<file path="src/rtl/clkstop_pkg.sv">
`timescale 1ns/1ps
package clkstop_pkg;

    // Power sequencing states of the gate
    typedef enum logic [1:0] {
        PD_RUN  = 2'd0,
        PD_HOLD = 2'd1,
        PD_WAKE = 2'd2
    } pd_state_e;

endpackage

</file>
<file path="src/rtl/clkstop_sync.sv">
`timescale 1ns/1ps
// Two-flop synchronizer for a vector of independent asynchronous levels.
// Reset value is 0, i.e. an active-low request reads as asserted until
// the pin has been sampled twice.
module clkstop_sync #(
    parameter int W = 2
) (
    input  logic         clk_i,
    input  logic         rst_ni,
    input  logic [W-1:0] async_i,
    output logic [W-1:0] sync_o
);
    typedef struct packed {
        logic [W-1:0] meta;
        logic [W-1:0] safe;
    } sync_t;

    sync_t s_d, s_q;

    always_comb begin
        s_d.meta = async_i;
        s_d.safe = s_q.meta;
    end

    always_ff @(posedge clk_i or negedge rst_ni) begin
        if (!rst_ni) s_q <= '0;
        else         s_q <= s_d;
    end

    assign sync_o = s_q.safe;
endmodule

</file>
<file path="src/rtl/clkstop_phase.sv">
`timescale 1ns/1ps
// Phase counters: position inside a processor period and processor
// periods inside a bus period. Start and level flags describe the value
// the counters take on the coming edge, so registered outputs line up.
module clkstop_phase #(
    parameter  int CPU_HALF = 2,
    parameter  int BUS_MULT = 2,
    localparam int P        = 2 * CPU_HALF,
    localparam int CW       = (P > 1) ? $clog2(P) : 1,
    localparam int BW       = (BUS_MULT > 1) ? $clog2(BUS_MULT) : 1
) (
    input  logic          clk_i,
    input  logic          rst_ni,
    output logic          cpu_start_o,
    output logic          bus_start_o,
    output logic          cpu_hi_o,
    output logic          bus_hi_o,
    output logic [CW-1:0] cpu_ph_o,
    output logic [BW-1:0] bus_ph_o
);
    localparam int BHI = BUS_MULT * CPU_HALF;

    typedef struct packed {
        logic [CW-1:0] cpu;
        logic [BW-1:0] bus;
    } ph_t;

    ph_t ph_d, ph_q;
    logic        wrap;
    logic [31:0] bus_pos;

    always_comb begin
        wrap     = (ph_q.cpu == CW'(P - 1));
        ph_d     = ph_q;
        ph_d.cpu = wrap ? '0 : ph_q.cpu + 1'b1;
        if (wrap) begin
            ph_d.bus = (ph_q.bus == BW'(BUS_MULT - 1)) ? '0 : ph_q.bus + 1'b1;
        end
        bus_pos     = 32'(ph_d.bus) * 32'(P) + 32'(ph_d.cpu);
        cpu_start_o = (ph_d.cpu == '0);
        bus_start_o = cpu_start_o && (ph_d.bus == '0);
        cpu_hi_o    = (ph_d.cpu < CW'(CPU_HALF));
        bus_hi_o    = (bus_pos < 32'(BHI));
    end

    always_ff @(posedge clk_i or negedge rst_ni) begin
        if (!rst_ni) begin
            ph_q.cpu <= CW'(P - 1);
            ph_q.bus <= BW'(BUS_MULT - 1);
        end else begin
            ph_q <= ph_d;
        end
    end

    assign cpu_ph_o = ph_q.cpu;
    assign bus_ph_o = ph_q.bus;
endmodule

</file>
<file path="src/rtl/clkstop_group.sv">
`timescale 1ns/1ps
// One output group. Gate and enables are captured only on the edge that
// begins a new cycle of the group, so every pulse is whole.
module clkstop_group #(
    parameter int N = 4
) (
    input  logic         clk_i,
    input  logic         rst_ni,
    input  logic         start_i,
    input  logic         allow_i,
    input  logic         hi_i,
    input  logic [N-1:0] en_i,
    output logic [N-1:0] clk_o,
    output logic         gate_o
);
    typedef struct packed {
        logic         gate;
        logic [N-1:0] en;
        logic [N-1:0] ck;
    } grp_t;

    grp_t g_d, g_q;

    always_comb begin
        g_d = g_q;
        if (start_i) begin
            g_d.gate = allow_i;
            g_d.en   = en_i;
        end
        g_d.ck = {N{g_d.gate & hi_i}} & g_d.en;
    end

    always_ff @(posedge clk_i or negedge rst_ni) begin
        if (!rst_ni) g_q <= '0;
        else         g_q <= g_d;
    end

    // Outputs drive low while disabled: one flop per pin
    for (genvar i = 0; i < N; i++) begin : g_pin
        assign clk_o[i] = g_q.ck[i];
    end
    assign gate_o = g_q.gate;
endmodule

</file>
<file path="src/rtl/clkstop_pd_fsm.sv">
`timescale 1ns/1ps
// Power-down sequencer with wake timer counted in processor periods.
module clkstop_pd_fsm
    import clkstop_pkg::*;
#(
    parameter  int WAKE_CYC = 6,
    localparam int TW       = $clog2(WAKE_CYC + 1)
) (
    input  logic clk_i,
    input  logic rst_ni,
    input  logic pd_req_i,
    input  logic cpu_start_i,
    input  logic gates_idle_i,
    output logic run_o,
    output logic parked_o
);
    typedef struct packed {
        pd_state_e     st;
        logic [TW-1:0] tmr;
        logic          parked;
    } fsm_t;

    fsm_t f_d, f_q;

    always_comb begin
        f_d = f_q;
        unique case (f_q.st)
            PD_RUN: begin
                if (pd_req_i) f_d.st = PD_HOLD;
            end
            PD_HOLD: begin
                if (!pd_req_i) begin
                    f_d.st  = PD_WAKE;
                    f_d.tmr = TW'(WAKE_CYC);
                end
            end
            PD_WAKE: begin
                if (pd_req_i) begin
                    f_d.st = PD_HOLD;
                end else if (cpu_start_i) begin
                    if (f_q.tmr <= TW'(1)) f_d.st  = PD_RUN;
                    else                   f_d.tmr = f_q.tmr - 1'b1;
                end
            end
            default: f_d.st = PD_HOLD;
        endcase
        f_d.parked = (f_q.st == PD_HOLD) && gates_idle_i;
        run_o      = (f_d.st == PD_RUN);
    end

    always_ff @(posedge clk_i or negedge rst_ni) begin
        if (!rst_ni) begin
            f_q.st     <= PD_HOLD;
            f_q.tmr    <= '0;
            f_q.parked <= 1'b1;
        end else begin
            f_q <= f_d;
        end
    end

    assign parked_o = f_q.parked;
endmodule

</file>
<file path="src/rtl/clkstop_gate.sv">
`timescale 1ns/1ps
// Top: synchronizers, phase counters, sequencer and three output groups.
module clkstop_gate #(
    parameter  int N_CPU    = 4,
    parameter  int N_MEM    = 12,
    parameter  int N_BUS    = 7,
    parameter  int CPU_HALF = 2,
    parameter  int BUS_MULT = 2,
    parameter  int WAKE_CYC = 6,
    localparam int P        = 2 * CPU_HALF,
    localparam int CW       = (P > 1) ? $clog2(P) : 1,
    localparam int BW       = (BUS_MULT > 1) ? $clog2(BUS_MULT) : 1
) (
    input  logic             clk_i,
    input  logic             rst_ni,
    input  logic             stop_ni,
    input  logic             pwr_dwn_ni,
    input  logic [N_CPU-1:0] cpu_en_i,
    input  logic [N_MEM-1:0] mem_en_i,
    input  logic [N_BUS-1:0] bus_en_i,
    output logic [N_CPU-1:0] cpu_clk_o,
    output logic [N_MEM-1:0] mem_clk_o,
    output logic [N_BUS-1:0] bus_clk_o,
    output logic             parked_o
);
    logic [1:0]    req_s;
    logic          cpu_start, bus_start, cpu_hi, bus_hi;
    logic [CW-1:0] cpu_ph_q;
    logic [BW-1:0] bus_ph_q;
    logic          run, cpu_gate, mem_gate, bus_gate;

    // bit 1: power-down pin, bit 0: processor-stop pin (1 = run)
    clkstop_sync #(.W(2)) u_sync (
        .clk_i  (clk_i),
        .rst_ni (rst_ni),
        .async_i({pwr_dwn_ni, stop_ni}),
        .sync_o (req_s)
    );

    clkstop_phase #(.CPU_HALF(CPU_HALF), .BUS_MULT(BUS_MULT)) u_phase (
        .clk_i      (clk_i),
        .rst_ni     (rst_ni),
        .cpu_start_o(cpu_start),
        .bus_start_o(bus_start),
        .cpu_hi_o   (cpu_hi),
        .bus_hi_o   (bus_hi),
        .cpu_ph_o   (cpu_ph_q),
        .bus_ph_o   (bus_ph_q)
    );

    clkstop_pd_fsm #(.WAKE_CYC(WAKE_CYC)) u_fsm (
        .clk_i       (clk_i),
        .rst_ni      (rst_ni),
        .pd_req_i    (!req_s[1]),
        .cpu_start_i (cpu_start),
        .gates_idle_i(!(cpu_gate | mem_gate | bus_gate)),
        .run_o       (run),
        .parked_o    (parked_o)
    );

    clkstop_group #(.N(N_CPU)) u_cpu (
        .clk_i  (clk_i),
        .rst_ni (rst_ni),
        .start_i(cpu_start),
        .allow_i(run & req_s[0]),
        .hi_i   (cpu_hi),
        .en_i   (cpu_en_i),
        .clk_o  (cpu_clk_o),
        .gate_o (cpu_gate)
    );

    clkstop_group #(.N(N_MEM)) u_mem (
        .clk_i  (clk_i),
        .rst_ni (rst_ni),
        .start_i(cpu_start),
        .allow_i(run),
        .hi_i   (cpu_hi),
        .en_i   (mem_en_i),
        .clk_o  (mem_clk_o),
        .gate_o (mem_gate)
    );

    clkstop_group #(.N(N_BUS)) u_bus (
        .clk_i  (clk_i),
        .rst_ni (rst_ni),
        .start_i(bus_start),
        .allow_i(run),
        .hi_i   (bus_hi),
        .en_i   (bus_en_i),
        .clk_o  (bus_clk_o),
        .gate_o (bus_gate)
    );
endmodule

</file>
<file path="config.mk">
export PLATFORM = sky130hd
export DESIGN_NAME = clkstop_gate
export DESIGN_NICKNAME = d
export VERILOG_FILES = /design/src/rtl/clkstop_pkg.sv /design/src/rtl/clkstop_sync.sv /design/src/rtl/clkstop_phase.sv /design/src/rtl/clkstop_group.sv /design/src/rtl/clkstop_pd_fsm.sv /design/src/rtl/clkstop_gate.sv
export SDC_FILE = /design/constraint.sdc
export NUM_CORES = 1
export LEC_CHECK = 0
export ABC_AREA = 1
export CAP_MARGIN = 30
export CORE_ASPECT_RATIO = 1.2
export CORE_UTILIZATION = 25
export DETAILED_ROUTE_END_ITERATION = 7
export DONT_BUFFER_PORTS = 1
export PLACE_DENSITY = 0.47
export SETUP_SLACK_MARGIN = 0.15
export SYNTH_ARGS = -nofsm -noshare
export SYNTH_HDL_FRONTEND = slang
export SYNTH_SLANG_ARGS = --single-unit
</file>
<file path="constraint.sdc">
create_clock -name clk_i -period 3.2 [get_ports clk_i]
set_input_delay 0 -clock clk_i [delete_from_list [all_inputs] [get_ports clk_i]]
set_output_delay 0 -clock clk_i [all_outputs]
set_load 0.02 [all_outputs]
</file>
==> impl_results.md, run 1 <==
* Req. time, crit path at 3.40 ns
* P_sw at 0.0004186 W
* IO Port Bufs at 0
* Crit Reg-Reg Endpoint: u_bus.clk_o[2]
* Tot GR Track Use at 0.1004
* Clk pin slew, worst setup/hold paths at 0.05 ns
* Post-DP HPWL at 2918 µm
* # DRC at 0
* DRT antenna net count at 0
* First-pass GRT wire length at 7714 µm
* Vias at 1466
* FILL cells at 981
* Worst-path fanout max at 19
* Synthesized flop and latch total at 62
* Fraction of layout cells with a size suffix above 1 at 0.1667
* # rows at 39
* Arrival time worst endpoint at 2.10 ns
* Total Wirelength at 4613 µm
* CP startpoint kind: flip-flop
* Crit Reg-Reg Startpoint: u_phase.cpu_ph_o[0]
* Worst hold margin at 0.2150 ns
* Sink Count at 62
* Critical path class: reg2reg
* WL/cell at 12.50 µm
* Ys Warns at 0
* VDD IR-drop max at 0.0002387 V
* R2R setup slack at 1.30 ns
* Die W at 93.08 µm
* Util after Layout at 0.3186
* RePlAce Congestion at 0.7362
* CTS Buffer Depth at 2
* Pins Over Slew Limit at 0
* Pin count of the biggest net entering global routing at 63
* Syn_nets at 259
* Most common cell after layout, fill and taps aside: dfrtp_1
* FF/Latch Area at 1558 µm²
* Netlist cell types at 27
* CP endpoint kind: flip-flop
* Post-CTS Setup Bufs at 0
* Clock latency on the worst-skew pair at 0.32 ns
* Slowest cell on crit path: dfstp_2
* CTS tree: built
* Post-Syn Area at 2489 µm²
* Synth Area per Inst at 10.87 µm²
* Initial core utilization at 0.2589
* Pint at 0.001571 W
* CTS Buf Count at 9
* Placement Setup Slack at 1.286 ns
* Root buf cell: clkbuf_16
* Core box area at 9613 µm²
* Crit-path cells: ha_1 -> inv_2 -> nor2_4 -> inv_6 -> o21ai_0 -> nor2_1
* Pwr dens at 649.5 nW/µm²
* Sw frac at 0.2104
* Maximum clock frequency at 0.5256 GHz
* DR vias/cell at 3.973
* Post-Syn Instances at 229
* Post-synthesis sequential area ratio at 0.6259
* Initial antenna violation count at 0
* Top delay family on crit path: flip-flops
* Setup Skew at 0.004932 ns
* Critical Path Max Stage Delay at 0.54 ns
* Fin Setup TNS at 0 ns
* Leakage power at 1.430 nW
* Nets at 271
* Die Area at 10360 µm²
* Combinational fraction of design power at 0.047
* Maxcap violations at 0
* Status: complete, no violations
* Setup Viol. Count Final at 0
* Most frequent cells in the layout: 57 x dfrtp_1, 32 x inv_1, 29 x nor2_1
* Worst setup margin at 1.297 ns
* Multi-input combinational cell area at 599.3 µm²
* Total gr overflow at 0
* Worst slew margin at 0.6926
* Worst R2R Path Depth at 6
* Htree depth at 3
* Ant. Diodes at 0
* Crit path buf inv count at 2
* Area Growth Syn to Fin at 23.08%
* Tcrit/Tclk final at 0.5946
* Clock power share at 0.522
* Vias in the first global route at 1549
* Worst-margin pin slew at 0.4601 ns
* Seq pwr share at 0.431
* Unrepaired setup endpoints after global routing: no
* DRT Pass-1 Iters at 4
* Final hold vios at 0
* DRT iter0 DRCs at 35
* Ports at 51
* Final design instance area without fill at 3063 µm²
* Chip Height at 111.3 µm
* HP Class: in2async
* Placed cell areas at 2451 µm²
* Final min period at 1.903 ns
-- how the worst max path moves through the flow --
stage | from | endpoint | slack (ns) | depth (start not counted)
finish | u_phase.cpu_ph_o[0] | u_bus.clk_o[2] | 1.30 | 6
global route | u_phase.cpu_ph_o[0] | u_mem.clk_o[11] | 1.06 | 7
CTS | u_phase.cpu_ph_o[0] | u_mem.clk_o[11] | 1.24 | 7
detailed placement | u_phase.cpu_ph_o[0] | u_mem.clk_o[11] | 1.29 | 7
global placement | u_phase.cpu_ph_o[0] | u_mem.clk_o[9] | 1.31 | 7
floorplan | u_phase.cpu_ph_o[0] | u_mem.clk_o[0] | 1.66 | 6
-- power groups by stage --
stage	clock network, W	registers, W	logic [W]
floorplan	0	0.000850	0.0000720
global placement	0	0.000872	0.0000484
detailed placement	0	0.000871	0.0000493
CTS	0.00107	0.000857	0.0000966
global route	0.00111	0.000860	0.000108
finish	0.00104	0.000857	0.0000938
-- area by class of cell --
type / count / area share
Tap cell: 123 / 0.05025
Inverter: 34 / 0.04330
Sequential cell: 62 / 0.5086
Timing Repair Buffer: 28 / 0.09641
Multi-Input combinational cell: 106 / 0.1957
Clock buffer: 11 / 0.07925
Clock inverter: 5 / 0.02655
-- synthesized netlist by cell type --
library cell,instances,area [µm²]
dfrtp_1,57,1426
inv_1,32,120.1
nor2_1,29,108.9
o21ai_0,26,130.1
buf_4,24,180.2
or2_0,13,81.33
or2_2,10,62.56
nand2_1,8,30.03
dfstp_2,5,131.4
ha_1,3,37.54
a21oi_1,2,10.01
clkbuf_1,2,7.510
nand2_4,2,22.52
nand3_1,2,10.01
nand4_1,2,12.51
a21boi_2,1,11.26
a21o_1,1,7.510
a31oi_1,1,6.260
buf_6,1,11.26
inv_2,1,3.750
inv_6,1,8.760
nor2_4,1,11.26
nor4_1,1,6.260
o21a_1,1,7.510
o21ai_4,1,16.27
o21bai_2,1,11.26
xor2_2,1,16.27
-- repair_timing --
action | in CTS | in global routing
hold buffers | 27 | 0
resized for setup | 0 | 0
endpoints found under the hold margin | 100 | 0
-- routing by layer --
layer / part of all wire / vias up / track usage
li1: - / 709 / -
met1: 0.45 / 707 / 0.1245
met2: 0.46 / 41 / 0.1426
met3: 0.061 / 9 / 0.04458
met4: 0.026 / 0 / 0.05846
met5: 0 / - / 0
-- metrics by stage --
step,instances,total power (W)
finish,369,0.001990
global route,369,0.002081
CTS,369,0.002026
detailed placement,326,0.0009203
global placement,326,0.0009200
floorplan,229,0.0009223
-- state kept, by name (all words and copies together) (netlist names) --
register and count:
u_cpu.gate_o 1, u_cpu.clk_o 4, u_mem.gate_o 1, u_mem.clk_o 12, u_fsm.parked_o 1, u_sync.s_d 2
u_cpu.g_q 4, u_mem.g_q 12, u_sync.sync_o 2, u_phase.cpu_ph_o 2, u_phase.bus_ph_o 1, u_bus.clk_o 7
u_bus.gate_o 1, u_fsm.f_q 5, u_bus.g_q 7
-- logic make-up (layout without fill, tap and decap cells) --
family | Yosys count | in the layout | share of synthesized area
and+or+nand+nor | 68 | 68 | 0.1388
DFF | 62 | 62 | 0.6259
buffers and inverters | 61 | 78 | 0.1332
AOI/OAI and AO/OA | 34 | 34 | 0.08045
adders and majority gates | 3 | 3 | 0.01508
xor gates and xnor gates | 1 | 1 | 0.006538
Power figures use the tool's default switching activity.
==> inputs of run 2 (changes only) <==
==> constraint.sdc (replaced) <==
create_clock -name clk_i -period 1.9 [get_ports clk_i]
set_input_delay 0 -clock clk_i [delete_from_list [all_inputs] [get_ports clk_i]]
set_output_delay 0 -clock clk_i [all_outputs]
set_load 0.02 [all_outputs]
==> impl_results.md, run 2 (synthesis gave the netlist of run 1 again) <==
* Util after Layout at 0.3206
* Hold path cells at 1
* Pwr dens at 1037 nW/µm²
* Setup Skew at 0.009270 ns
* Placed cell areas at 2466 µm²
* IO Port Bufs at 0
* Leakage power at 1.444 nW
* Ant. Diodes at 0
* Worst R2R Path Depth at 6
* Worst-margin pin slew at 0.3162 ns
* Maxcap violations at 0
* WL/cell at 12.58 µm
* # rows at 39
* Setup Viol. Count Final at 0
* Maximum clock frequency at 0.6002 GHz
* Fraction of layout cells with a size suffix above 1 at 0.1807
* VDD IR-drop max at 0.0004516 V
* Htree depth at 3
* Tot GR Track Use at 0.1045
* Most common cell after layout, fill and taps aside: dfrtp_1
* Fin Setup TNS at 0 ns
* FILL cells at 989
* First-pass GRT wire length at 8017 µm
* Arrival time worst endpoint at 1.86 ns
* CP startpoint kind: flip-flop
* Sink Count at 62
* CTS Buf Count at 9
* CP startpoint: u_phase.cpu_ph_o[0]
* End point of the worst hold path: u_sync.s_d[1]
* CTS tree: built
* Unrepaired setup endpoints after global routing: no
* DRT antenna net count at 0
* Core box area at 9613 µm²
* DRT Pass-1 Iters at 4
* Clk pin slew, worst setup/hold paths at 0.05 ns
* CP endpoint kind: flip-flop
* Req. time, crit path at 2.09 ns
* Worst slew margin at 0.7892
* CTS Buffer Depth at 2
* Total gr overflow at 0
* Die Area at 10360 µm²
* Vias in the first global route at 1543
* Initial core utilization at 0.2589
* Clock latency on the worst-skew pair at 0.32 ns
* Multi-input combinational cell area at 619.3 µm²
* Pins Over Slew Limit at 0
* Total Wirelength at 4678 µm
* Final hold vios at 0
* Root buf cell: clkbuf_16
* R2R setup slack at 0.23 ns
* Crit Reg-Reg Endpoint: u_bus.clk_o[2]
* Initial antenna violation count at 0
* Final min period at 1.666 ns
* Crit Reg-Reg Startpoint: u_phase.cpu_ph_o[0]
* Final design instance area without fill at 3082 µm²
* Tcrit/Tclk final at 0.8768
* DRT iter0 DRCs at 28
* Pin count of the biggest net entering global routing at 63
* RePlAce Congestion at 0.7437
* Worst-path fanout max at 8
* Critical path class: reg2reg
* Most frequent cells in the layout: 57 x dfrtp_1, 32 x inv_1, 29 x nor2_1
* Nets at 275
* # DRC at 0
* Die W at 93.08 µm
* Status: complete, no violations
* DR vias/cell at 3.841
* Ports at 51
* Post-DP HPWL at 2911 µm
* HP Class: in2reg
* FF/Latch Area at 1558 µm²
* Min-delay src: pwr_dwn_ni
* Vias at 1429
* Chip Height at 111.3 µm
* Area Growth Syn to Fin at 23.83%
==> run 2: worst max path at each step <==
stage	cells past startpoint	end	slack (ns)
4_1_cts	6	u_bus.clk_o[4]	0.16
5_1_grt	6	u_bus.clk_o[5]	0.15
3_5_place_dp	6	u_bus.clk_o[4]	0.1
2_1_floorplan	6	u_mem.clk_o[0]	0.36
6_report	6	u_bus.clk_o[2]	0.23
3_3_place_gp	6	u_bus.clk_o[0]	0.14
==> run 2: stage by stage <==
step	power (W)	std cells	worst slack [ns]	hold WS, ns
finish	0.003196	372	0.2340	0.2272
global route	0.003366	372	0.1531	0.2118
CTS	0.003259	370	0.1607	0.2095
detailed placement	0.001550	328	0.09948	-0.2942
global placement	0.001549	328	0.1449	-0.2942
floorplan	0.001553	229	0.3644	-0.2956
==> run 2: cell type report <==
cell class / count / share of cell area
Multi-Input combinational cell: 106 / 0.2010
Tap cell: 123 / 0.04994
Clock inverter: 4 / 0.01543
Inverter: 34 / 0.04385
Sequential cell: 62 / 0.5055
Clock buffer: 11 / 0.07877
Timing Repair Buffer: 32 / 0.1056
==> run 2: what timing repair did <==
item                                    CTS  global route
pin swaps                                 1             1
endpoints found under the hold margin   103             0
buffers inserted                          0             2
resized for setup                         1             5
endpoints found under the setup margin   11            33
hold buffers                             27             0
==> run 2: routing by layer <==
metal,share of wire,GRT usage
met1,0.48,0.1399
met2,0.45,0.1412
met3,0.058,0.05007
met4,0.020,0.04615
met5,0,0
==> run 2: critical path: stages, from the launching register on <==
cell     delay (ns)
dfstp_2        0.56
ha_1           0.22
xor2_2         0.24
nor2_4         0.10
or2_0          0.21
o21ai_0        0.12
nor2_1         0.09
==> run 2: power breakdown <==
part / internal [W] / total [W] / leakage [nW] / switching, W
Combinational: 0.0000734 / 0.000160 / 0.535 / 0.0000862
Sequential: 0.00139 / 0.00144 / 0.767 / 0.0000552
Clock: 0.00104 / 0.00159 / 0.141 / 0.000555
Total: 0.00250 / 0.00320 / 1.44 / 0.000696
==> inputs of run 3 (changes only) <==
--- a/config.mk
+++ b/config.mk
@@ -11,8 +11,8 @@
 export CORE_UTILIZATION = 25
 export DETAILED_ROUTE_END_ITERATION = 7
 export DONT_BUFFER_PORTS = 1
-export PLACE_DENSITY = 0.47
 export SETUP_SLACK_MARGIN = 0.15
+export SKIP_CTS_REPAIR_TIMING = 1
 export SYNTH_ARGS = -nofsm -noshare
 export SYNTH_HDL_FRONTEND = slang
 export SYNTH_SLANG_ARGS = --single-unit
==> impl_results.md, run 3 (synthesis gave the netlist of run 1 again) <==
* Fraction of layout cells with a size suffix above 1 at 0.1909
* Die Area at 10360 µm²
* Core box area at 9613 µm²
* Cell total after placement at 328
* Final design instance area without fill at 2975 µm²
* Clk pin slew, worst setup/hold paths at 0.06 ns
* Ant. Diodes at 0
* Initial core utilization at 0.2589
* CTS tree: built
* Worst-margin pin slew at 0.3114 ns
* Worst hold margin at -0.05687 ns
* IO Port Bufs at 0
* FILL cells at 969
* DR vias/cell at 3.975
* Setup Skew at 0.007306 ns
* RePlAce Congestion at 0.7389
* Nets at 266
* CP endpoint kind: flip-flop
* Most frequent cells in the layout: 57 x dfrtp_1, 32 x inv_1, 29 x nor2_1
* Clock latency on the worst-skew pair at 0.32 ns
* First-pass GRT wire length at 7714 µm
* Placement Setup Slack at 0.1742 ns
* Initial antenna violation count at 0
* Most common cell after layout, fill and taps aside: dfrtp_1
* Total Wirelength at 4645 µm
* DRT Pass-1 Iters at 4
* Post-DP HPWL at 2960 µm
* Final min period at 1.671 ns
* Maxcap violations at 0
* FF/Latch Area at 1558 µm²
* # rows at 39
* Non-filler cells in the finished layout at 364
* Die W at 93.08 µm
* CP startpoint kind: flip-flop
* # DRC at 0
* Failing checks: hold timing
* VDD IR-drop max at 0.0003547 V
* Sink Count at 62
* WL/cell at 12.76 µm
* Leakage power at 1.386 nW
* Setup Viol. Count Final at 0
* CTS Buffer Depth at 2
* Critical path class: reg2reg
* Final hold vios at 7
* Maximum clock frequency at 0.5986 GHz
* Total gr overflow at 0
* Worst-path fanout max at 8
* DRT iter0 DRCs at 52
* Worst slew margin at 0.7924
* Multi-input combinational cell area at 616.8 µm²
* Tot GR Track Use at 0.09898
* Pin count of the biggest net entering global routing at 63
* Placed cell areas at 2466 µm²
* Vias at 1447
* Tcrit/Tclk final at 0.8792
* Unrepaired setup endpoints after global routing: no
* Arrival time worst endpoint at 1.88 ns
* CTS Buf Count at 9
* Pwr dens at 1018 nW/µm²
* DRT antenna net count at 0
* Pins Over Slew Limit at 0
* Worst setup margin at 0.2295 ns
* Vias in the first global route at 1566
* Status: finished, violations left
* Area Growth Syn to Fin at 19.56%
* Req. time, crit path at 2.10 ns
* Chip Height at 111.3 µm
* Fin Setup TNS at 0 ns
* Ports at 51
* HP Class: in2reg
* Htree depth at 3
* Root buf cell: clkbuf_16
-- run 3: cell types whose count changed in the layout (fill, tap and decap cells not counted), moves of 2 or more --
| cell | before | now |
|---|---|---|
| dlygate4sd3_1 | 26 | 19 |
| o21ai_1 | 2 | 4 |
| buf_4 | 5 | 2 |
| o21ai_0 | 24 | 22 |
-- run 3: area by class of cell --
| cell class | instances | share of cell area |
|---|---|---|
| Timing Repair Buffer | 23 | 0.08200 |
| Multi-Input combinational cell | 106 | 0.2073 |
| Clock buffer | 10 | 0.07696 |
| Sequential cell | 62 | 0.5235 |
| Tap cell | 123 | 0.05172 |
| Clock inverter | 6 | 0.01304 |
| Inverter | 34 | 0.04542 |
-- run 3: worst paths after layout --
check,slack (ns),cells after the start,start,end
setup / recovery,0.23,6,u_phase.cpu_ph_o[0],u_bus.clk_o[5]
hold / removal,-0.06,3,cpu_en_i[0],u_cpu.g_q[4]
setup reg to reg,0.23,6,u_phase.cpu_ph_o[0],u_bus.clk_o[5]
hold reg to reg,0.35,0,u_sync.s_d[0],u_sync.sync_o[0]
max in group asynchronous,1.35,2,rst_ni,u_fsm.f_q[4]
min in group asynchronous,0.23,2,rst_ni,u_mem.clk_o[10]
-- run 3: metrics by stage --
| stage | power [W] | utilization |
|---|---|---|
| 5_1_grt | 0.003173 | 0.3095 |
| 4_1_cts | 0.003020 | 0.2844 |
| 3_5_place_dp | 0.001551 | 0.2565 |
| 2_1_floorplan | 0.001553 | - |
| 6_report | 0.003030 | 0.3095 |
| 3_3_place_gp | 0.001546 | 0.2565 |
-- run 3: report_power, final --
| group | switching, W | internal (W) |
|---|---|---|
| logic | 0.0000846 | 0.0000631 |
| registers | 0.0000556 | 0.00139 |
| clock network | 0.000562 | 0.000875 |
| total | 0.000702 | 0.00233 |
-- run 3: critical path, cell delays in order, from the launching register on --
cell	delay, ns
dfstp_2	0.56
ha_2	0.21
xor2_2	0.25
nor2_4	0.11
or2_0	0.22
o21ai_0	0.11
nor2_1	0.08
-- run 3: per-layer routing --
| metal | track usage | share of wire | up-vias |
|---|---|---|---|
| li1 | - | - | 695 |
| met1 | 0.1238 | 0.44 | 706 |
| met2 | 0.1446 | 0.48 | 37 |
| met3 | 0.03429 | 0.061 | 9 |
| met4 | 0.06154 | 0.023 | 0 |
| met5 | 0 | 0 | - |
